### config.mk
export PLATFORM = sky130hd
export DESIGN_NAME = irq_dispatch
export DESIGN_NICKNAME = d
export VERILOG_FILES = /design/src/rtl/idu_pkg.sv /design/src/rtl/idu_gate.sv /design/src/rtl/idu_target.sv /design/src/rtl/idu_state.sv /design/src/rtl/irq_dispatch.sv
export SDC_FILE = /design/constraint.sdc
export NUM_CORES = 1
export LEC_CHECK = 0
export BUFFER_PORTS_ARGS = -buffer_cell sky130_fd_sc_hd__buf_2
export CAP_MARGIN = 10
export CORE_AREA = 5 5 296 298
export DETAILED_ROUTE_END_ITERATION = 12
export DIE_AREA = 0 0 301 303
export PLACE_DENSITY_LB_ADDON = 0.15
export RECOVER_POWER = 100
export SKIP_LAST_GASP = 1
export SLEW_MARGIN = 30
export SYNTH_ARGS = -nofsm -noshare
export SYNTH_HDL_FRONTEND = slang
export SYNTH_SLANG_ARGS = --single-unit
### constraint.sdc
create_clock -name clk -period 3.1 [get_ports clk]
set_clock_uncertainty 0.2 [all_clocks]
set_input_delay 0.31 -clock clk [delete_from_list [all_inputs] [get_ports clk]]
set_output_delay 0.31 -clock clk [all_outputs]
set_load 0.01 [all_outputs]
### src/rtl/idu_pkg.sv
// Package: shared encodings for the interrupt dispatch unit.
// Assumes PS keeps the interrupt level in [3:0], exception mode in bit 4
// and user mode in bit 5.
package idu_pkg;
    typedef enum logic [2:0] {
        CLS_NONE   = 3'd0,
        CLS_HIGH   = 3'd1,
        CLS_USER   = 3'd2,
        CLS_KERNEL = 3'd3,
        CLS_DOUBLE = 3'd4
    } exc_class_e;

    localparam int          PS_LVL_W     = 4;
    localparam int          PS_EXCM_BIT  = 4;
    localparam int          PS_UM_BIT    = 5;
    localparam int          CAUSE_W      = 6;
    localparam logic [5:0]  CAUSE_LEVEL1 = 6'd4;
endpackage

### src/rtl/idu_gate.sv
// Module: acceptance decision for the pending interrupt level.
// Assumes level_mask holds one NIRQ-wide slice per level, level 1 lowest.
module idu_gate #(
    parameter int NUM_LEVELS = 7,
    parameter int NIRQ       = 16,
    parameter int LVL_W      = 4
) (
    input  logic                       clk,
    input  logic                       rst_n,
    input  logic [LVL_W-1:0]           pend_level,
    input  logic [3:0]                 cur_level,
    input  logic [NIRQ-1:0]            intset,
    input  logic [NIRQ-1:0]            intenable,
    input  logic [NUM_LEVELS*NIRQ-1:0] level_mask,
    output logic                       take
);
    logic [NUM_LEVELS:0] lvl_hit;
    logic                hit_sel;
    logic                in_range;
    logic                above_cur;

    assign lvl_hit[0] = 1'b0;

    // One request-present flag per configured level.
    for (genvar l = 1; l <= NUM_LEVELS; l++) begin : g_hit
        assign lvl_hit[l] = |(level_mask[(l-1)*NIRQ +: NIRQ] & intset & intenable);
    end

    // Pick the request flag of the pending level.
    always_comb begin
        hit_sel = 1'b0;
        for (int l = 1; l <= NUM_LEVELS; l++) begin
            if (int'(pend_level) == l) hit_sel = lvl_hit[l];
        end
    end

    assign in_range  = int'(pend_level) <= NUM_LEVELS;
    assign above_cur = int'(pend_level) > int'(cur_level);
    assign take      = in_range && above_cur && hit_sel;

    // Level zero can never produce an acceptance.
    p_level0_never_r2: assert property (@(posedge clk) disable iff (!rst_n)
        (pend_level == '0) |-> !take);
endmodule

### src/rtl/idu_target.sv
// Module: default vector selection and optional relocation.
// Assumes LVL_VEC holds vectors for levels 0..7; entries 0 and 1 are unused.
module idu_target
    import idu_pkg::*;
#(
    parameter int              NUM_LEVELS = 7,
    parameter int              LVL_W      = 4,
    parameter logic [31:0]     DEF_BASE   = 32'h4000_0000,
    parameter logic [7:0][31:0] LVL_VEC   = '0,
    parameter logic [31:0]     USER_VEC   = 32'h0,
    parameter logic [31:0]     KERNEL_VEC = 32'h0,
    parameter logic [31:0]     DOUBLE_VEC = 32'h0
) (
    input  exc_class_e        cls,
    input  logic [LVL_W-1:0]  level,
    input  logic [31:0]       vecbase,
    input  logic              reloc_en,
    output logic [31:0]       target
);
    logic [31:0] dflt;

    // Choose the configured vector for the class and level.
    always_comb begin
        dflt = '0;
        unique case (cls)
            CLS_HIGH: begin
                for (int l = 2; l <= NUM_LEVELS; l++) begin
                    if (int'(level) == l) dflt = LVL_VEC[l];
                end
            end
            CLS_USER:   dflt = USER_VEC;
            CLS_KERNEL: dflt = KERNEL_VEC;
            CLS_DOUBLE: dflt = DOUBLE_VEC;
            default:    dflt = '0;
        endcase
    end

    // Shift the vector onto the run-time base when relocation is on.
    assign target = reloc_en ? (dflt - DEF_BASE + vecbase) : dflt;
endmodule

### src/rtl/idu_state.sv
// Module: saved-state and next-PC registers, written only on acceptance.
// Assumes take, cls and target are settled at each clock edge.
module idu_state
    import idu_pkg::*;
#(
    parameter int NUM_LEVELS = 7,
    parameter int LVL_W      = 4,
    parameter bit HAS_DEPC   = 1'b1
) (
    input  logic                         clk,
    input  logic                         rst_n,
    input  logic                         take,
    input  exc_class_e                   cls,
    input  logic [LVL_W-1:0]             level,
    input  logic [31:0]                  ps_cur,
    input  logic [31:0]                  pc_cur,
    input  logic [31:0]                  target,
    output logic [31:0]                  ps_q,
    output logic [NUM_LEVELS-1:0][31:0]  epc_q,
    output logic [NUM_LEVELS-2:0][31:0]  eps_q,
    output logic [31:0]                  depc_q,
    output logic [CAUSE_W-1:0]           cause_q,
    output logic [31:0]                  pc_q,
    output exc_class_e                   cls_q,
    output logic                         taken_q
);
    localparam logic [31:0] EXCM_MASK = 32'h1 << PS_EXCM_BIT;
    localparam logic [31:0] LVL_MASK  = (32'h1 << PS_LVL_W) - 32'h1;

    // Commit all state for an accepted interrupt on one edge.
    always_ff @(posedge clk) begin
        if (!rst_n) begin
            ps_q    <= '0;
            epc_q   <= '0;
            eps_q   <= '0;
            depc_q  <= '0;
            cause_q <= '0;
            pc_q    <= '0;
            cls_q   <= CLS_NONE;
            taken_q <= 1'b0;
        end else begin
            taken_q <= take;
            if (take) begin
                pc_q  <= target;
                cls_q <= cls;
                if (cls == CLS_HIGH) begin
                    for (int l = 2; l <= NUM_LEVELS; l++) begin
                        if (int'(level) == l) begin
                            epc_q[l-1] <= pc_cur;
                            eps_q[l-2] <= ps_cur;
                        end
                    end
                    ps_q <= (ps_cur & ~(LVL_MASK | EXCM_MASK)) | EXCM_MASK
                            | (32'(level) & LVL_MASK);
                end else begin
                    cause_q <= CAUSE_LEVEL1;
                    ps_q    <= ps_cur | EXCM_MASK;
                    if (cls == CLS_DOUBLE && HAS_DEPC) begin
                        depc_q <= pc_cur;
                    end else begin
                        epc_q[0] <= pc_cur;
                    end
                end
            end
        end
    end

    // Acceptance always leaves exception mode set.
    p_excm_set_r4: assert property (@(posedge clk) disable iff (!rst_n)
        taken_q |-> ps_q[PS_EXCM_BIT]);

    // A high-level acceptance installs the pending level as the new level.
    p_high_level_r4: assert property (@(posedge clk) disable iff (!rst_n)
        (taken_q && cls_q == CLS_HIGH) |-> (ps_q[3:0] == $past(level[3:0])));
endmodule

### src/rtl/irq_dispatch.sv
// Module: top of the interrupt dispatch unit.
// Decides acceptance, classifies level-1 interrupts into exception classes,
// selects the vector and commits saved state on one edge.
// Assumes 2 <= NUM_LEVELS <= 7 and ps_cur uses the idu_pkg PS layout.
module irq_dispatch
    import idu_pkg::*;
#(
    parameter int               NUM_LEVELS = 7,
    parameter int               NIRQ       = 16,
    parameter int               LVL_W      = 4,
    parameter bit               HAS_DEPC   = 1'b1,
    parameter logic [31:0]      DEF_BASE   = 32'h4000_0000,
    parameter logic [7:0][31:0] LVL_VEC    = {32'h4000_01E0, 32'h4000_01C0,
                                              32'h4000_01A0, 32'h4000_0180,
                                              32'h4000_0160, 32'h4000_0140,
                                              32'h4000_0120, 32'h4000_0100},
    parameter logic [31:0]      USER_VEC   = 32'h4000_0340,
    parameter logic [31:0]      KERNEL_VEC = 32'h4000_0300,
    parameter logic [31:0]      DOUBLE_VEC = 32'h4000_03C0
) (
    input  logic                         clk,
    input  logic                         rst_n,
    input  logic [LVL_W-1:0]             pend_level,
    input  logic [31:0]                  ps_cur,
    input  logic [NIRQ-1:0]              intset,
    input  logic [NIRQ-1:0]              intenable,
    input  logic [NUM_LEVELS*NIRQ-1:0]   level_mask,
    input  logic [31:0]                  pc_cur,
    input  logic [31:0]                  vecbase,
    input  logic                         reloc_en,
    output logic [31:0]                  ps_new,
    output logic [NUM_LEVELS*32-1:0]     epc_flat,
    output logic [(NUM_LEVELS-1)*32-1:0] eps_flat,
    output logic [31:0]                  depc,
    output logic [5:0]                   exccause,
    output logic [31:0]                  pc_next,
    output logic [2:0]                   exc_class,
    output logic                         taken
);
    logic                        take;
    exc_class_e                  cls_d;
    exc_class_e                  cls_q;
    logic [31:0]                 target;
    logic [NUM_LEVELS-1:0][31:0] epc_q;
    logic [NUM_LEVELS-2:0][31:0] eps_q;

    idu_gate #(.NUM_LEVELS(NUM_LEVELS), .NIRQ(NIRQ), .LVL_W(LVL_W)) u_gate (
        .clk        (clk),
        .rst_n      (rst_n),
        .pend_level (pend_level),
        .cur_level  (ps_cur[3:0]),
        .intset     (intset),
        .intenable  (intenable),
        .level_mask (level_mask),
        .take       (take)
    );

    // Classify: high levels vector directly, level 1 becomes an exception.
    always_comb begin
        if (pend_level > LVL_W'(1))     cls_d = CLS_HIGH;
        else if (ps_cur[PS_EXCM_BIT])   cls_d = CLS_DOUBLE;
        else if (ps_cur[PS_UM_BIT])     cls_d = CLS_USER;
        else                            cls_d = CLS_KERNEL;
    end

    idu_target #(
        .NUM_LEVELS (NUM_LEVELS), .LVL_W(LVL_W), .DEF_BASE(DEF_BASE),
        .LVL_VEC    (LVL_VEC), .USER_VEC(USER_VEC),
        .KERNEL_VEC (KERNEL_VEC), .DOUBLE_VEC(DOUBLE_VEC)
    ) u_target (
        .cls      (cls_d),
        .level    (pend_level),
        .vecbase  (vecbase),
        .reloc_en (reloc_en),
        .target   (target)
    );

    idu_state #(.NUM_LEVELS(NUM_LEVELS), .LVL_W(LVL_W), .HAS_DEPC(HAS_DEPC)) u_state (
        .clk     (clk),
        .rst_n   (rst_n),
        .take    (take),
        .cls     (cls_d),
        .level   (pend_level),
        .ps_cur  (ps_cur),
        .pc_cur  (pc_cur),
        .target  (target),
        .ps_q    (ps_new),
        .epc_q   (epc_q),
        .eps_q   (eps_q),
        .depc_q  (depc),
        .cause_q (exccause),
        .pc_q    (pc_next),
        .cls_q   (cls_q),
        .taken_q (taken)
    );

    assign epc_flat  = epc_q;
    assign eps_flat  = eps_q;
    assign exc_class = cls_q;

    // The strobe only follows an edge where the level beat the current one.
    p_taken_gate_r2: assert property (@(posedge clk) disable iff (!rst_n)
        taken |-> (int'($past(pend_level)) > int'($past(ps_cur[3:0]))
                   && int'($past(pend_level)) <= NUM_LEVELS));

    // Without an acceptance, the visible state does not move.
    p_hold_r10: assert property (@(posedge clk) disable iff (!rst_n)
        !taken |-> ($stable(pc_next) && $stable(ps_new) && $stable(exccause)
                    && $stable(exc_class) && $stable(depc)));

    // A double exception only arises when exception mode was already set.
    p_double_r8: assert property (@(posedge clk) disable iff (!rst_n)
        (taken && exc_class == 3'd4) |-> $past(ps_cur[PS_EXCM_BIT]));

    // Every level-1 acceptance reports the level-1 cause.
    p_cause_r6: assert property (@(posedge clk) disable iff (!rst_n)
        (taken && exc_class != 3'd1) |-> (exccause == 6'd4));
endmodule

* Word level (Yosys, flattened, before mapping)
Index checks and enable logic that the tools add are counted.
** Storage, ports and cells
- Register bits after elaboration :: 517
- Word-level logic and storage cells :: 89
** Cells by class
- Add/subtract/negate cells :: 2
- $lt $le $gt $ge :: 3
- Equal/unequal tests :: 11
- Mux-type cells :: 19
- Bitwise logic cells :: 17
- Reductions and logical operators :: 18
** Operators by type and width (count)
- bitwise AND 16 bit :: 14
- 2-to-1 mux 31 bit :: 6
- one-hot mux 31 bit (4 select lines) :: 1
- OR reduction 16 bit :: 7
- 2-to-1 mux 32 bit :: 2
- adder 32 bit :: 1
- bitwise OR 32 x 4 -> 32 bit :: 1
- subtractor 31 x 31 -> 32 bit, second input constant :: 1
- AND reduction 3 bit :: 8
- equality test 4 bit, second input constant :: 4
- equality test 4 x 3 -> 1 bit, second input constant :: 2
- 2-to-1 mux 1 bit :: 8
- equality test 3 x 2 -> 1 bit, second input constant :: 2
- 2-to-1 mux 3 bit :: 2
- equality test 4 x 2 -> 1 bit, second input constant :: 1
- greater-than comparator 4 x 1 -> 1 bit, second input constant :: 1
- greater-than comparator 4 bit :: 1
- less-or-equal comparator 4 x 3 -> 1 bit, second input constant :: 1
- equality test 3 x 1 -> 1 bit, second input constant :: 1
- equality test 3 bit, second input constant :: 1
- logical AND 1 bit :: 2
- inverter 1 bit :: 2
- AND reduction 2 bit :: 1

* Longest topological paths before layout
Gate-level depths: netlist of the first run.
- Word-level depth :: 12
- Gate-level depth with buffers :: 15
- Depth with buffers taken out :: 14

* Cells and area by module
Synthesis of the first run repeated with hierarchy kept, for this count alone.
** Second synthesis, totals
- Cells, all modules :: 2245
- Area, all modules :: 21767.1 µm²
** By module, submodules not included
- idu_state :: instances 1, cells each 1929, area an instance 19671.4 µm², seq. area each 10349.9 µm²
- idu_target :: instances 1, cells each 167, area an instance 1089.8 µm², seq. area each 0.0 µm²
- idu_gate :: instances 1, cells each 145, area an instance 978.4 µm², seq. area each 0.0 µm²
- irq_dispatch :: instances 1, cells each 4, area an instance 27.5 µm², seq. area each 0.0 µm²

* Worst setup path before layout of the first run
Ideal clock, no wire load.
- Path type :: in2reg
- Start point :: input port pend_level[3]
- End point :: register u_state.pc_q[28]
- Setup time :: 0.122 ns
- Data arrival time :: 2.990 ns
- Data required time :: 2.778 ns
- Slack :: -0.212 ns
- Stages on the path :: 15
- Buffers on the path :: 1
- Path through :: buf_2 -> nor2_1 -> nand2_1 -> inv_1 -> nor3_1 -> ha_1 -> ha_1 -> fa_1 -> a21o_1 -> a21o_1 -> a21oi_1 -> nor3b_1 -> and4b_1 -> o21ai_0 -> mux2i_1
** Between the ends
- Longest elaborated chain between the ends :: 11
** Ends and longest elaborated chain
- from (decl) :: line irq_dispatch.sv:23 : input logic [LVL_W-1:0] pend_level,
- equality test 4 x 3 -> 1 bit :: line idu_gate.sv:33, idu_target.sv:28
- 2-to-1 mux 31 bit (6 in a row) :: line idu_target.sv:28 : if (int'(level) == l) dflt = LVL_VEC[l];
- one-hot mux 31 bit (4 select lines) :: line idu_target.sv:25 : unique case (cls)
- subtractor 31 x 31 -> 32 bit :: line idu_target.sv:39 : assign target = reloc_en ? (dflt - DEF_BASE + vecbase) : dflt;
- adder 32 bit :: line idu_target.sv:39
- 2-to-1 mux 32 bit :: line idu_target.sv:39
- to (signal assigned) :: line idu_state.sv:44 : pc_q <= target;
- to (decl) :: line idu_state.sv:23 : output logic [31:0] pc_q,
Several ways; a longest one is shown, not always the timed one.
A chain may end at the register's enable or synchronous reset.

* Worst setup path after layout of the first run
- Start point :: input port intenable[5]
- End point :: register u_state.pc_q[20]
** Between the ends
- Longest elaborated chain between the ends :: 10
** Ends and longest elaborated chain
- from (decl) :: line irq_dispatch.sv:26 : input logic [NIRQ-1:0] intenable,
- bitwise AND 16 bit :: line idu_gate.sv:26 : assign lvl_hit[l] = |(level_mask[(l-1)*NIRQ +: NIRQ] & intset & intenable);
- OR reduction 16 bit :: line idu_gate.sv:26
- 2-to-1 mux 1 bit (6 in a row) :: line idu_gate.sv:33 : if (int'(pend_level) == l) hit_sel = lvl_hit[l];
- 2-to-1 mux 1 bit * :: line idu_gate.sv:33
- logical AND 1 bit * :: line idu_gate.sv:39 : assign take = in_range && above_cur && hit_sel;
Every way passes the cells marked *; elsewhere a longest branch is shown, timed or not.

==> flow_summary.rst, run 1 <==
.. list-table::
   :header-rows: 1

   * - Metric
     - Value
   * - Run status
     - finished with violations
   * - Violated checks
     - negative setup slack
   * - Via Count
     - 19200
   * - Max layer used
     - met4
   * - Die Area
     - 0.0912 mm^2
   * - Critical-path cell list
     - buf_2 -> and2_1 -> a32oi_1 -> nand4_1 -> or3_1 -> a311o_1 -> o21ai_4 -> buf_12 -> buf_4 -> mux2i_1 -> dlygate4sd3_1
   * - Crit Reg-Reg Endpoint
     - u_state.pc_q[20]
   * - Crit path largest cell delay
     - 0.56 ns
   * - Number of buffers created by CTS
     - 61
   * - Port buffer count
     - 763
   * - Post-synthesis cell area
     - 0.0209 mm^2
   * - Total wire length
     - 93800 um
   * - Instance count of the mapped netlist
     - 2156
   * - Maximum number of pins on one net before global-route repair
     - 75
   * - Maximum vdd drop
     - 0.381 mV
   * - First-pass GRT wire length
     - 134000 um
   * - Worst r2r src
     - u_state.pc_q[20]
   * - Ratio of final minimum period to clock period
     - 101%
   * - Unique cell type count in the Yosys netlist
     - 60
   * - CTS root buf
     - sky130_fd_sc_hd__clkbuf_16
   * - Class of the worst hold path
     - in -> reg
   * - Power density normalized to cell area
     - 524 mW/mm^2
   * - Deepest clock path buffer count
     - 3
   * - Hold wc startpoint
     - pend_level[2]
   * - Depth of the most critical reg-to-reg path
     - 3
   * - Clk Latency, worst-skew pair
     - 0.61 ns
   * - Via count of the first global-routing pass
     - 19700
   * - Average footprint of a synthesized cell
     - 9.69 um^2
   * - Worst Tran Pin Value
     - 0.798 ns
   * - Number of synthesized flops with an enable pin
     - 0
   * - Fillcell total
     - 9152
   * - Endpoint, Worst Hold
     - u_state.pc_q[7]
   * - Clock Sink Count
     - 517
   * - Category of the worst setup path capture point
     - flip-flop
   * - Flop-to-flop setup slack
     - 1.78 ns
   * - Critical path fanouts, max
     - 12
   * - Max-Slew Margin vs Limit
     - 46.7%
   * - Count of endpoints failing hold in the final timing report
     - 0
   * - CTS clock-pin slew for the worst setup and hold paths
     - 0.06 ns
   * - Total setup violations reported at the end of the flow
     - 1
   * - Least setup slack across all paths after layout
     - -0.0362 ns
   * - #FFs+latches synth
     - 517
   * - Antenna violations before repair
     - 8
   * - Met3 Wirelength
     - 7300 um
   * - Min Clock Period, post-route
     - 3.14 ns
   * - Pleak
     - 11.1 nW
   * - Arrival time reported for the critical path endpoint
     - 3.50 ns
   * - Sequential fraction of the synthesis area
     - 49.5%
   * - Initial standard-cell utilization of the core
     - 24.7%
   * - Remaining global-route overflow
     - 0
   * - TritonCTS clock tree
     - done
   * - DRT Pass-1 Iters
     - 7
   * - Area overhead of the layout relative to synthesis
     - 38.0%
   * - Horizontal die dimension
     - 301 um
   * - Routed wire length per instance
     - 22.0 um
   * - Achievable clock frequency
     - 319 MHz
   * - Via count normalized by instance count
     - 4.49
   * - DIE HEIGHT
     - 303 um
   * - Most used flip-flop cell after synthesis
     - sky130_fd_sc_hd__dfxtp_1
   * - Finished Layout Cells
     - 4264
   * - Area inside the core boundary
     - 0.0846 mm^2
   * - Final net count
     - 3332
   * - Fraction of registers with async set/reset
     - 0%
   * - Number of nets with antenna violations after routing
     - 0
   * - Highest-delay cell along the critical path
     - sky130_fd_sc_hd__dlygate4sd3_1
   * - Setup repair after global routing missed its margin
     - true
   * - Depth of the CTS H-tree
     - 2
   * - Placed cell count
     - 4044
   * - Count of unresolved DRC violations after routing
     - 0
   * - DR iter-0 viols
     - 907
   * - Category of the worst setup path launch point
     - input port
   * - Required time at the endpoint of the critical path
     - 3.46 ns
   * - Final max-slew violation count
     - 0
   * - Post-DP HPWL
     - 70700 um
   * - Final GP Congestion
     - 0.920
   * - Floorplan row count
     - 107
   * - Pwr Total
     - 15.1 mW
   * - Fraction of final layout cells with drive strength greater than 1
     - 15.0%
   * - I/O pins
     - 769
   * - Global-route total usage across every layer
     - 19.4%
   * - # Max-Cap Violations
     - 0
   * - Kind of critical path
     - in -> reg
   * - Metal-1 WL
     - 38300 um
   * - Yosys synthesis warning count
     - 0
   * - Wire length on met2
     - 44500 um
   * - Hold Path Depth
     - 5
[cells in the final DEF, fill, tap and decap left out, types with 6 or more instances in the layout]
cell	instances
sky130_fd_sc_hd__ha_1	15
sky130_fd_sc_hd__a31oi_1	6
sky130_fd_sc_hd__buf_4	82
sky130_fd_sc_hd__clkinv_2	6
sky130_fd_sc_hd__dlygate4sd3_1	104
sky130_fd_sc_hd__buf_2	245
sky130_fd_sc_hd__a21oi_1	11
sky130_fd_sc_hd__and2_1	6
sky130_fd_sc_hd__o21ai_0	6
sky130_fd_sc_hd__mux2i_1	447
sky130_fd_sc_hd__nand4_1	23
sky130_fd_sc_hd__inv_1	9
sky130_fd_sc_hd__a21boi_0	64
sky130_fd_sc_hd__xor2_1	10
sky130_fd_sc_hd__nand2_1	616
sky130_fd_sc_hd__clkbuf_4	6
sky130_fd_sc_hd__buf_12	11
sky130_fd_sc_hd__nor2b_1	65
sky130_fd_sc_hd__xnor2_1	11
sky130_fd_sc_hd__clkbuf_2	7
sky130_fd_sc_hd__diode_2	6
sky130_fd_sc_hd__dfxtp_1	517
sky130_fd_sc_hd__nor3_1	6
sky130_fd_sc_hd__a32oi_1	6
sky130_fd_sc_hd__nor2_1	15
sky130_fd_sc_hd__clkbuf_1	547
sky130_fd_sc_hd__a32o_1	7
sky130_fd_sc_hd__clkbuf_8	14
sky130_fd_sc_hd__clkbuf_16	61
sky130_fd_sc_hd__nand3_1	99
[registers in the layout, summed over array words and instances, names as in the netlist]
name / cells
u_state.epc_q: 224
u_state.eps_q: 192
u_state.depc_q: 32
u_state.pc_q: 32
u_state.ps_q: 32
u_state.cls_q: 3
u_state.cause_q: 1
u_state.taken_q: 1
[power by group]
| group | total, mW | switching, mW | internal (mW) |
|---|---|---|---|
| Sequential | 6.73 | 0.0300 | 6.70 |
| Combinational | 1.24 | 0.738 | 0.499 |
| Clock | 7.15 | 2.94 | 4.21 |
[what timing repair did]
item | CTS | global route
resized for setup | 0 | 6
endpoints found under the setup margin | 0 | 125
hold endpoints to repair | 396 | 0
hold buffers | 104 | 0
setup buffers | 0 | 2
[layer usage]
layer	track usage (%)	vias to the layer above
li1	-	9126
met1	23.0	9216
met2	32.7	629
met3	6.54	181
met4	7.38	0
met5	0	-
[cell usage after synthesis (2+ instances only)]
cell,n,area [um^2]
sky130_fd_sc_hd__a21boi_0,64,480
sky130_fd_sc_hd__mux2i_1,447,4470
sky130_fd_sc_hd__a31oi_1,6,37.5
sky130_fd_sc_hd__xnor2_1,11,96.3
sky130_fd_sc_hd__nor2_1,16,60.1
sky130_fd_sc_hd__buf_4,20,150
sky130_fd_sc_hd__a2111oi_0,3,26.3
sky130_fd_sc_hd__a21oi_1,14,70.1
sky130_fd_sc_hd__xor2_1,10,87.6
sky130_fd_sc_hd__nand3_1,100,500
sky130_fd_sc_hd__nor3b_1,3,22.5
sky130_fd_sc_hd__o2bb2ai_1,2,17.5
sky130_fd_sc_hd__and4_1,2,17.5
sky130_fd_sc_hd__nor4b_1,3,26.3
sky130_fd_sc_hd__o31ai_1,3,22.5
sky130_fd_sc_hd__buf_12,6,120
sky130_fd_sc_hd__a32oi_1,6,52.6
sky130_fd_sc_hd__o211a_1,2,20.0
sky130_fd_sc_hd__o211ai_1,3,22.5
sky130_fd_sc_hd__nor3_1,7,35.0
sky130_fd_sc_hd__a2111oi_4,2,55.1
sky130_fd_sc_hd__a21o_1,5,37.5
sky130_fd_sc_hd__nor2b_1,65,407
sky130_fd_sc_hd__a32o_1,7,70.1
sky130_fd_sc_hd__and2_1,7,43.8
sky130_fd_sc_hd__ha_1,15,188
sky130_fd_sc_hd__buf_2,22,110
sky130_fd_sc_hd__nand2b_1,2,12.5
sky130_fd_sc_hd__dfxtp_1,517,10300
sky130_fd_sc_hd__nand4b_1,2,17.5
sky130_fd_sc_hd__o21ai_0,6,30.0
sky130_fd_sc_hd__nand4_1,23,144
sky130_fd_sc_hd__nor4_1,5,31.3
sky130_fd_sc_hd__buf_6,13,146
sky130_fd_sc_hd__o21a_1,4,30.0
sky130_fd_sc_hd__and3_1,4,25.0
sky130_fd_sc_hd__clkbuf_1,80,300
sky130_fd_sc_hd__nand2_1,617,2320
sky130_fd_sc_hd__and4b_1,2,20.0
sky130_fd_sc_hd__inv_1,10,37.5
[stage by stage]
step | util [%] | TNS (ns) | instance area, um^2 | setup WS (ns) | hold WS [ns]
floorplan | - | 0 | 20900 | 0.00416 | 0.255
global placement | 31.4 | -19.74 | 26600 | -0.228 | 0.239
detailed placement | 31.4 | -28.06 | 26600 | -0.244 | 0.245
CTS | 35.0 | 0 | 29600 | 0.0392 | 0.00630
global route | 34.1 | -9.94 | 28800 | -0.131 | 0.0423
finish | 34.1 | -0.0362 | 28800 | -0.0362 | 0.0503
[logic make-up (layout without fill, tap and decap cells)]
group	count (synthesis)	count (layout)	synth area share (%)
multiplexers	448	448	21.5
other	1	11	0.0180
AO/OA/AOI/OAI	138	138	5.17
buffers and inverters	153	1107	4.17
XOR/XNOR	21	21	0.880
adder cells (fa/ha/maj)	16	16	0.994
AND/OR/NAND/NOR	862	862	17.7
flip-flops	517	517	49.5
[critical path, delay by kind of cell]
kind | cells | cell delay, ns
simple gates | 3 | 0.98
compound gates | 3 | 1.04
buf+inv | 4 | 1.00
mux | 1 | 0.16
[final cells by class]
class | instances | area [um^2] | share of cell area, %
multi-input cells | 1490 | 9770 | 33.9
repair buffers | 988 | 5220 | 18.1
clock inverters | 15 | 208 | 0.721
flip-flops and latches | 517 | 10300 | 35.9
inverters | 11 | 41.3 | 0.143
clock buffers | 93 | 1790 | 6.20
diodes | 6 | 15.0 | 0.0521
well taps | 1144 | 1430 | 4.97
[worst max path at each step]
stage / start / to / slack [ns]
CTS: ps_cur[5] / u_state.pc_q[20] / 0.04
global placement: ps_cur[5] / u_state.pc_q[16] / -0.23
global route: ps_cur[0] / u_state.epc_q[57] / -0.13
detailed placement: pend_level[2] / u_state.eps_q[11] / -0.24
floorplan: ps_cur[4] / u_state.pc_q[28] / 0.004
finish: intenable[5] / u_state.pc_q[20] / -0.04
Power figures use the tool's default switching activity.
==> inputs of run 2 (changes only) <==
--- a/config.mk
+++ b/config.mk
@@ -10,7 +10,6 @@
 export CORE_AREA = 5 5 296 298
 export DETAILED_ROUTE_END_ITERATION = 12
 export DIE_AREA = 0 0 301 303
-export PLACE_DENSITY_LB_ADDON = 0.15
 export RECOVER_POWER = 100
 export SKIP_LAST_GASP = 1
 export SLEW_MARGIN = 30
==> flow_summary.rst, run 2 (synthesis results as in run 1) <==
.. list-table::
   :header-rows: 1

   * - Metric
     - Value
   * - Placement Cell Area
     - 0.0264 mm^2 (was 0.0266 mm^2)
   * - Flop-to-flop setup slack
     - 1.72 ns (was 1.78 ns)
   * - Via count normalized by instance count
     - 4.48 (was 4.49)
   * - Critical-path cell list
     - clkbuf_1 -> and2_0 -> a22o_1 -> nor4_1 -> buf_4 -> nand4_1 -> a31oi_1 -> buf_4 -> a21oi_2 -> buf_6 -> mux2i_1 (was buf_2 -> and2_1 -> a32oi_1 -> nand4_1 -> or3_1 -> a311o_1 -> o21ai_4 -> buf_12 -> buf_4 -> mux2i_1 -> dlygate4sd3_1)
   * - Total setup violations reported at the end of the flow
     - 0 (was 1)
   * - Depth of the CTS H-tree
     - 2 (unchanged)
   * - Required time at the endpoint of the critical path
     - 3.35 ns (was 3.46 ns)
   * - Floorplan row count
     - 107 (unchanged)
   * - Achievable clock frequency
     - 330 MHz (was 319 MHz)
   * - Critical path fanouts, max
     - 31 (was 12)
   * - Sum Neg Setup Slack
     - 0 ns (was -0.0362 ns)
   * - Most frequent standard cell in the layout excluding fill and tap cells
     - sky130_fd_sc_hd__nand2_1 (unchanged)
   * - Max-Slew Margin vs Limit
     - 43.1% (was 46.7%)
   * - Highest-delay cell along the critical path
     - sky130_fd_sc_hd__nor4_1 (was sky130_fd_sc_hd__dlygate4sd3_1)
   * - Min Clock Period, post-route
     - 3.03 ns (was 3.14 ns)
   * - Pleak
     - 10.9 nW (was 11.1 nW)
   * - Global-route total usage across every layer
     - 17.8% (was 19.4%)
   * - Routed wire length per instance
     - 20.6 um (was 22.0 um)
   * - Final GP Congestion
     - 0.882 (was 0.920)
   * - TritonCTS clock tree
     - done (unchanged)
   * - Class of the worst hold path
     - in -> reg (unchanged)
   * - Finished Layout Cells
     - 4216 (was 4264)
   * - CTS root buf
     - sky130_fd_sc_hd__clkbuf_16 (unchanged)
   * - # Max-Cap Violations
     - 0 (unchanged)
   * - Number of buffers created by CTS
     - 57 (was 61)
   * - Antenna violations before repair
     - 8 (unchanged)
   * - Summed area of non-filler cells in the final layout
     - 0.0285 mm^2 (was 0.0288 mm^2)
   * - CTS clock-pin slew for the worst setup and hold paths
     - 0.06 ns (about the same)
   * - Horizontal die dimension
     - 301 um (unchanged)
   * - Die Area
     - 0.0912 mm^2 (unchanged)
   * - Count of endpoints failing hold in the final timing report
     - 0 (unchanged)
   * - Ratio of final minimum period to clock period
     - 97.9% (was 101%)
   * - Most frequent cells in the layout
     - sky130_fd_sc_hd__nand2_1 (616), sky130_fd_sc_hd__clkbuf_1 (532), sky130_fd_sc_hd__dfxtp_1 (517), sky130_fd_sc_hd__mux2i_1 (447), sky130_fd_sc_hd__buf_2 (245) (was sky130_fd_sc_hd__nand2_1 (616), sky130_fd_sc_hd__clkbuf_1 (547), sky130_fd_sc_hd__dfxtp_1 (517), sky130_fd_sc_hd__mux2i_1 (447), sky130_fd_sc_hd__buf_2 (245))
   * - Number of nets with antenna violations after routing
     - 0 (unchanged)
   * - Category of the worst setup path launch point
     - input port (unchanged)
   * - Final net count
     - 3288 (was 3332)
   * - Hold wc startpoint
     - pend_level[1] (was pend_level[2])
   * - Endpoint, Worst Hold
     - u_state.pc_q[6] (was u_state.pc_q[7])
   * - Fillcell total
     - 9023 (was 9152)
   * - Via count of the first global-routing pass
     - 18700 (was 19700)
   * - Area of the multi-input gates
     - 0.00969 mm^2 (was 0.00977 mm^2)
   * - Cell class contributing the biggest share of worst-path delay
     - simple AND/OR/NAND/NOR gates (was compound AO/OA/AOI/OAI gates)
   * - Maximum vdd drop
     - 0.340 mV (was 0.381 mV)
   * - Area overhead of the layout relative to synthesis
     - 36.3% (was 38.0%)
   * - Crit Reg-Reg Endpoint
     - u_state.epc_q[192] (was u_state.pc_q[20])
   * - First-pass GRT wire length
     - 124000 um (was 134000 um)
   * - Remaining global-route overflow
     - 0 (unchanged)
   * - Count of unresolved DRC violations after routing
     - 0 (unchanged)
   * - Worst r2r src
     - u_state.epc_q[192] (was u_state.pc_q[20])
   * - Depth of the most critical reg-to-reg path
     - 3 (unchanged)
   * - Initial standard-cell utilization of the core
     - 24.7% (unchanged)
   * - Clock Sink Count
     - 517 (unchanged)
   * - Deepest clock path buffer count
     - 3 (unchanged)
   * - Number of flip-flops in the largest register
     - 224 (unchanged)
   * - Run status
     - completed (was finished with violations)
   * - Kind of critical path
     - in -> reg (unchanged)
   * - Hold_ws
     - 0.0823 ns (was 0.0503 ns)
   * - Buffer and inverter count on the worst path
     - 4 (unchanged)
   * - Via Count
     - 18900 (was 19200)
   * - Category of the worst setup path capture point
     - flip-flop (unchanged)
   * - Post-cts sizing count
     - 0 (unchanged)
   * - Storage cell area
     - 0.0103 mm^2 (unchanged)
   * - Maximum number of pins on one net before global-route repair
     - 112 (was 75)
   * - Port buffer count
     - 763 (unchanged)
   * - Library cell appearing most often on the critical path
     - sky130_fd_sc_hd__buf_4
   * - Post-CTS repair timing setup buffer count
     - 0 (unchanged)
   * - I/O pins
     - 769 (unchanged)
   * - DRT Pass-1 Iters
     - 7 (unchanged)
   * - Largest regs
     - u_state.epc_q: 224 flops, u_state.eps_q: 192 flops (unchanged)
   * - Power density normalized to cell area
     - 532 mW/mm^2 (was 524 mW/mm^2)
   * - Crit path largest cell delay
     - 0.57 ns (was 0.56 ns)
   * - Final max-slew violation count
     - 0 (unchanged)
   * - Clk Latency, worst-skew pair
     - 0.60 ns (was 0.61 ns)
   * - Worst Tran Pin Value
     - 0.853 ns (was 0.798 ns)
   * - Placed cell count
     - 4013 (was 4044)
   * - Setup repair after global routing missed its margin
     - false (was true)
   * - Top reg by flops
     - u_state.epc_q (unchanged)
   * - Post-DP HPWL
     - 63500 um (was 70700 um)
   * - DIE HEIGHT
     - 303 um (unchanged)
   * - Area inside the core boundary
     - 0.0846 mm^2 (unchanged)
   * - DR iter-0 viols
     - 1062 (was 907)
   * - Total wire length
     - 86800 um (was 93800 um)
   * - Fraction of final layout cells with drive strength greater than 1
     - 14.2% (was 15.0%)
   * - Arrival time reported for the critical path endpoint
     - 3.29 ns (was 3.50 ns)
   * - Hold Path Depth
     - 5 (unchanged)
==> run 2: changes by cell type in the layout (fill, tap and decap cells not counted), moves of 2 or more <==
cell and delta:
sky130_fd_sc_hd__clkinv_4 +2, sky130_fd_sc_hd__clkbuf_16 -3, sky130_fd_sc_hd__clkinvlp_4 +2, sky130_fd_sc_hd__a21oi_2 +2, sky130_fd_sc_hd__dlygate4sd3_1 -7, sky130_fd_sc_hd__clkinv_2 -2
sky130_fd_sc_hd__bufinv_16 +5, sky130_fd_sc_hd__clkbuf_8 -3, sky130_fd_sc_hd__clkbuf_4 -2, sky130_fd_sc_hd__buf_12 +3, sky130_fd_sc_hd__clkbuf_1 -15, sky130_fd_sc_hd__buf_4 -26
==> run 2: worst register-to-register path, cell delays in order, from the launching register on <==
cell                            delay (ns)
sky130_fd_sc_hd__dfxtp_1              0.33
sky130_fd_sc_hd__nand2_1              0.05
sky130_fd_sc_hd__a21boi_0             0.17
sky130_fd_sc_hd__dlygate4sd3_1        0.57
==> run 2: final cells by class <==
| cell class | count | area share (%) |
|---|---|---|
| Clock inverter | 20 | 1.17 |
| Timing Repair Buffer | 948 | 17.5 |
| Sequential cell | 517 | 36.3 |
| Inverter | 11 | 0.145 |
| Clock buffer | 81 | 5.79 |
| Antenna cell | 5 | 0.0439 |
| Multi-Input combinational cell | 1490 | 34.0 |
| Tap cell | 1144 | 5.03 |
==> run 2: metal layers <==
layer	wire, um	global-route usage (%)
met1	36700	22.5
met3	6980	5.11
met4	3100	6.30
met2	40000	29.1
met5	11	0
==> run 2: worst max path at each step <==
stage                       start                  to  slack [ns]  cells past startpoint
finish               intenable[3]  u_state.epc_q[100]        0.07                     11
global route        pend_level[1]    u_state.pc_q[17]        0.03                     16
CTS                 pend_level[2]  u_state.epc_q[196]        0.22                     12
detailed placement   intenable[3]     u_state.pc_q[1]       -0.33                     11
global placement     intenable[3]     u_state.pc_q[8]       -0.32                     11
floorplan               ps_cur[4]    u_state.pc_q[28]       0.004                     15
==> run 2: what timing repair did <==
| action | 4_1_cts | 5_1_grt |
|---|---|---|
| hold buffers | 97 | 0 |
| endpoints found under the hold margin | 348 | 0 |
| setup endpoints to repair | 0 | 0 |
==> run 2: report_power, final <==
| part | total, mW | switching, mW | internal (mW) |
|---|---|---|---|
| sequential | 6.72 | 0.0280 | 6.70 |
| combinational | 1.19 | 0.717 | 0.476 |
| clock | 7.24 | 2.88 | 4.35 |
| total | 15.2 | 3.63 | 11.5 |
==> run 2: metrics by stage <==
stage	power (mW)	setup WS, ns	utilization (%)
final	15.2	0.0660	33.7
after global routing	15.7	0.0267	33.7
after CTS	15.4	0.224	34.6
after detailed placement	7.99	-0.327	31.2
after global placement	7.99	-0.325	31.2
after floorplan	7.39	0.00416	-
==> inputs of run 3 (changes only) <==
--- a/config.mk
+++ b/config.mk
@@ -10,6 +10,7 @@
 export CORE_AREA = 5 5 296 298
 export DETAILED_ROUTE_END_ITERATION = 12
 export DIE_AREA = 0 0 301 303
+export HOLD_SLACK_MARGIN = 0.15
 export RECOVER_POWER = 100
 export SKIP_LAST_GASP = 1
 export SLEW_MARGIN = 30
==> flow_summary.rst, run 3 (synthesis results as in run 1) <==
.. list-table::
   :header-rows: 1

   * - Metric
     - Value
   * - I/O pins
     - 769 (unchanged)
   * - Largest regs
     - u_state.epc_q: 224 flops, u_state.eps_q: 192 flops (unchanged)
   * - Initial standard-cell utilization of the core
     - 24.7% (unchanged)
   * - Min Clock Period, post-route
     - 3.10 ns (was 3.03 ns)
   * - Required time at the endpoint of the critical path
     - 3.35 ns (about the same)
   * - Crit path largest cell delay
     - 0.57 ns (about the same)
   * - Buffer and inverter count on the worst path
     - 4 (unchanged)
   * - Global-route total usage across every layer
     - 17.9% (was 17.8%)
   * - Class of the worst hold path
     - in -> reg (unchanged)
   * - DRT Pass-1 Iters
     - 5 (was 7)
   * - Clock Sink Count
     - 517 (unchanged)
   * - Floorplan row count
     - 107 (unchanged)
   * - Number of flip-flops in the largest register
     - 224 (unchanged)
   * - Routed wire length per instance
     - 20.5 um (was 20.6 um)
   * - Top reg by flops
     - u_state.epc_q (unchanged)
   * - Library cell appearing most often on the critical path
     - sky130_fd_sc_hd__clkbuf_1 (was sky130_fd_sc_hd__buf_4)
   * - First-pass GRT wire length
     - 125000 um (was 124000 um)
   * - Hold_ws
     - 0.223 ns (was 0.0823 ns)
   * - Max-Slew Margin vs Limit
     - 41.0% (was 43.1%)
   * - Final net count
     - 3316 (was 3288)
   * - Number of buffers created by CTS
     - 57 (unchanged)
   * - Highest-delay cell along the critical path
     - sky130_fd_sc_hd__nor4_1 (unchanged)
   * - Run status
     - finished with violations (was completed)
   * - Fraction of final layout cells with drive strength greater than 1
     - 14.1% (was 14.2%)
   * - Setup repair after global routing missed its margin
     - true (was false)
   * - Power density normalized to cell area
     - 529 mW/mm^2 (was 532 mW/mm^2)
   * - Final GP Congestion
     - 0.882 (unchanged)
   * - Number of nets with antenna violations after routing
     - 0 (unchanged)
   * - Port buffer count
     - 763 (unchanged)
   * - Most frequent cells in the layout
     - sky130_fd_sc_hd__nand2_1 (616), sky130_fd_sc_hd__clkbuf_1 (534), sky130_fd_sc_hd__dfxtp_1 (517), sky130_fd_sc_hd__mux2i_1 (447), sky130_fd_sc_hd__buf_2 (243) (was sky130_fd_sc_hd__nand2_1 (616), sky130_fd_sc_hd__clkbuf_1 (532), sky130_fd_sc_hd__dfxtp_1 (517), sky130_fd_sc_hd__mux2i_1 (447), sky130_fd_sc_hd__buf_2 (245))
   * - Maximum number of pins on one net before global-route repair
     - 112 (unchanged)
   * - Violated checks
     - negative setup slack
   * - Remaining global-route overflow
     - 0 (unchanged)
   * - Post-DP HPWL
     - 63500 um (unchanged)
   * - TritonCTS clock tree
     - done (unchanged)
   * - Area inside the core boundary
     - 0.0846 mm^2 (unchanged)
   * - Via count normalized by instance count
     - 4.50 (was 4.48)
   * - Area overhead of the layout relative to synthesis
     - 37.5% (was 36.3%)
   * - Final max-slew violation count
     - 0 (unchanged)
   * - CTS root buf
     - sky130_fd_sc_hd__clkbuf_16 (unchanged)
   * - Least setup slack across all paths after layout
     - -0.00293 ns (was 0.0660 ns)
   * - Deepest clock path buffer count
     - 3 (unchanged)
   * - Critical path fanouts, max
     - 31 (unchanged)
   * - Via Count
     - 19100 (was 18900)
   * - Count of endpoints failing hold in the final timing report
     - 0 (unchanged)
   * - Critical-path cell list
     - clkbuf_1 -> and2_0 -> a22o_1 -> nor4_1 -> buf_4 -> nand4_1 -> a31oi_1 -> clkbuf_1 -> a21oi_2 -> buf_6 -> mux2i_1 (was clkbuf_1 -> and2_0 -> a22o_1 -> nor4_1 -> buf_4 -> nand4_1 -> a31oi_1 -> buf_4 -> a21oi_2 -> buf_6 -> mux2i_1)
   * - Antenna violations before repair
     - 12 (was 8)
   * - Via count of the first global-routing pass
     - 19000 (was 18700)
   * - DIE HEIGHT
     - 303 um (unchanged)
   * - Kind of critical path
     - in -> reg (unchanged)
   * - Category of the worst setup path launch point
     - input port (unchanged)
   * - Die Area
     - 0.0912 mm^2 (unchanged)
   * - Achievable clock frequency
     - 322 MHz (was 330 MHz)
   * - Count of unresolved DRC violations after routing
     - 0 (unchanged)
   * - # Max-Cap Violations
     - 0 (unchanged)
   * - Worst Tran Pin Value
     - 0.885 ns (was 0.853 ns)
   * - DR iter-0 viols
     - 1058 (was 1062)
   * - Maximum vdd drop
     - 0.340 mV (about the same)
   * - Arrival time reported for the critical path endpoint
     - 3.36 ns (was 3.29 ns)
   * - Sum Neg Setup Slack
     - -0.00323 ns (was 0 ns)
   * - Ratio of final minimum period to clock period
     - 100% (was 97.9%)
   * - Cell class contributing the biggest share of worst-path delay
     - simple AND/OR/NAND/NOR gates (unchanged)
   * - Category of the worst setup path capture point
     - flip-flop (unchanged)
   * - Depth of the CTS H-tree
     - 2 (unchanged)
   * - Fillcell total
     - 9018 (was 9023)
   * - CTS clock-pin slew for the worst setup and hold paths
     - 0.06 ns (about the same)
   * - Horizontal die dimension
     - 301 um (unchanged)
   * - Clk Latency, worst-skew pair
     - 0.59 ns (was 0.60 ns)
   * - Pleak
     - 11.0 nW (was 10.9 nW)
   * - Total setup violations reported at the end of the flow
     - 2 (was 0)
   * - Most frequent standard cell in the layout excluding fill and tap cells
     - sky130_fd_sc_hd__nand2_1 (unchanged)
   * - Total wire length
     - 87300 um (was 86800 um)
   * - Pwr Total
     - 15.2 mW (about the same)
## run 3: report_power, final
group          switching, mW  total [mW]  internal (mW)
logic                  0.723        1.22          0.493
registers             0.0280        6.72           6.70
clock network           2.89        7.24           4.35
## run 3: path summary, 6_finish.rpt
path	start	slack [ns]	endpoint	cells past startpoint
hold / removal	pend_level[3]	0.22	u_state.pc_q[5]	5
hold reg to reg	u_state.cls_q[1]	0.25	u_state.cls_q[1]	2
setup reg to reg	u_state.epc_q[192]	1.72	u_state.epc_q[192]	3
setup / recovery	intenable[3]	-0.003	u_state.epc_q[100]	11
## run 3: worst reg2reg max path, delay by kind of cell (launching register included)
kind	cells	cell delay, ns
AOI/OAI and AO/OA	1	0.17
buffers and inverters	1	0.57
DFF	1	0.34
and+or+nand+nor	1	0.05
## run 3: cell type report
class                   instances  area (um^2)  share of cell area [%]
well taps                    1144         1430                    4.98
clock buffers                  81         1650                    5.74
inverters                      11         41.3                   0.144
multi-input cells            1490         9700                    33.8
flip-flops and latches        517        10300                    36.0
clock inverters                20          334                    1.16
diodes                         10         25.0                  0.0871
repair buffers                976         5180                    18.1
## run 3: stage by stage
stage          utilization [%]  area (um^2)  setup slack [ns]  cells
6_report                  33.9        28700          -0.00293   4249
2_1_floorplan                -        20900           0.00416   2160
3_5_place_dp              31.2        26400            -0.327   4013
3_3_place_gp              31.2        26400            -0.325   4013
4_1_cts                   35.0        29600             0.146   4238
5_1_grt                   33.9        28700           -0.0308   4248
## run 3: what timing repair did
action,CTS,global route
endpoints found under the hold margin,489,0
setup endpoints to repair,0,2
resized for setup,0,1
hold buffers,124,0
setup buffers,0,1
## run 3: metal layers
| layer | GRT usage, % | wire, um | vias up |
|---|---|---|---|
| li1 | - | - | 9104 |
| met1 | 22.5 | 36500 | 9134 |
| met2 | 29.2 | 40200 | 708 |
| met3 | 5.19 | 7230 | 173 |
| met4 | 6.80 | 3270 | 2 |
| met5 | 0 | 13 | - |
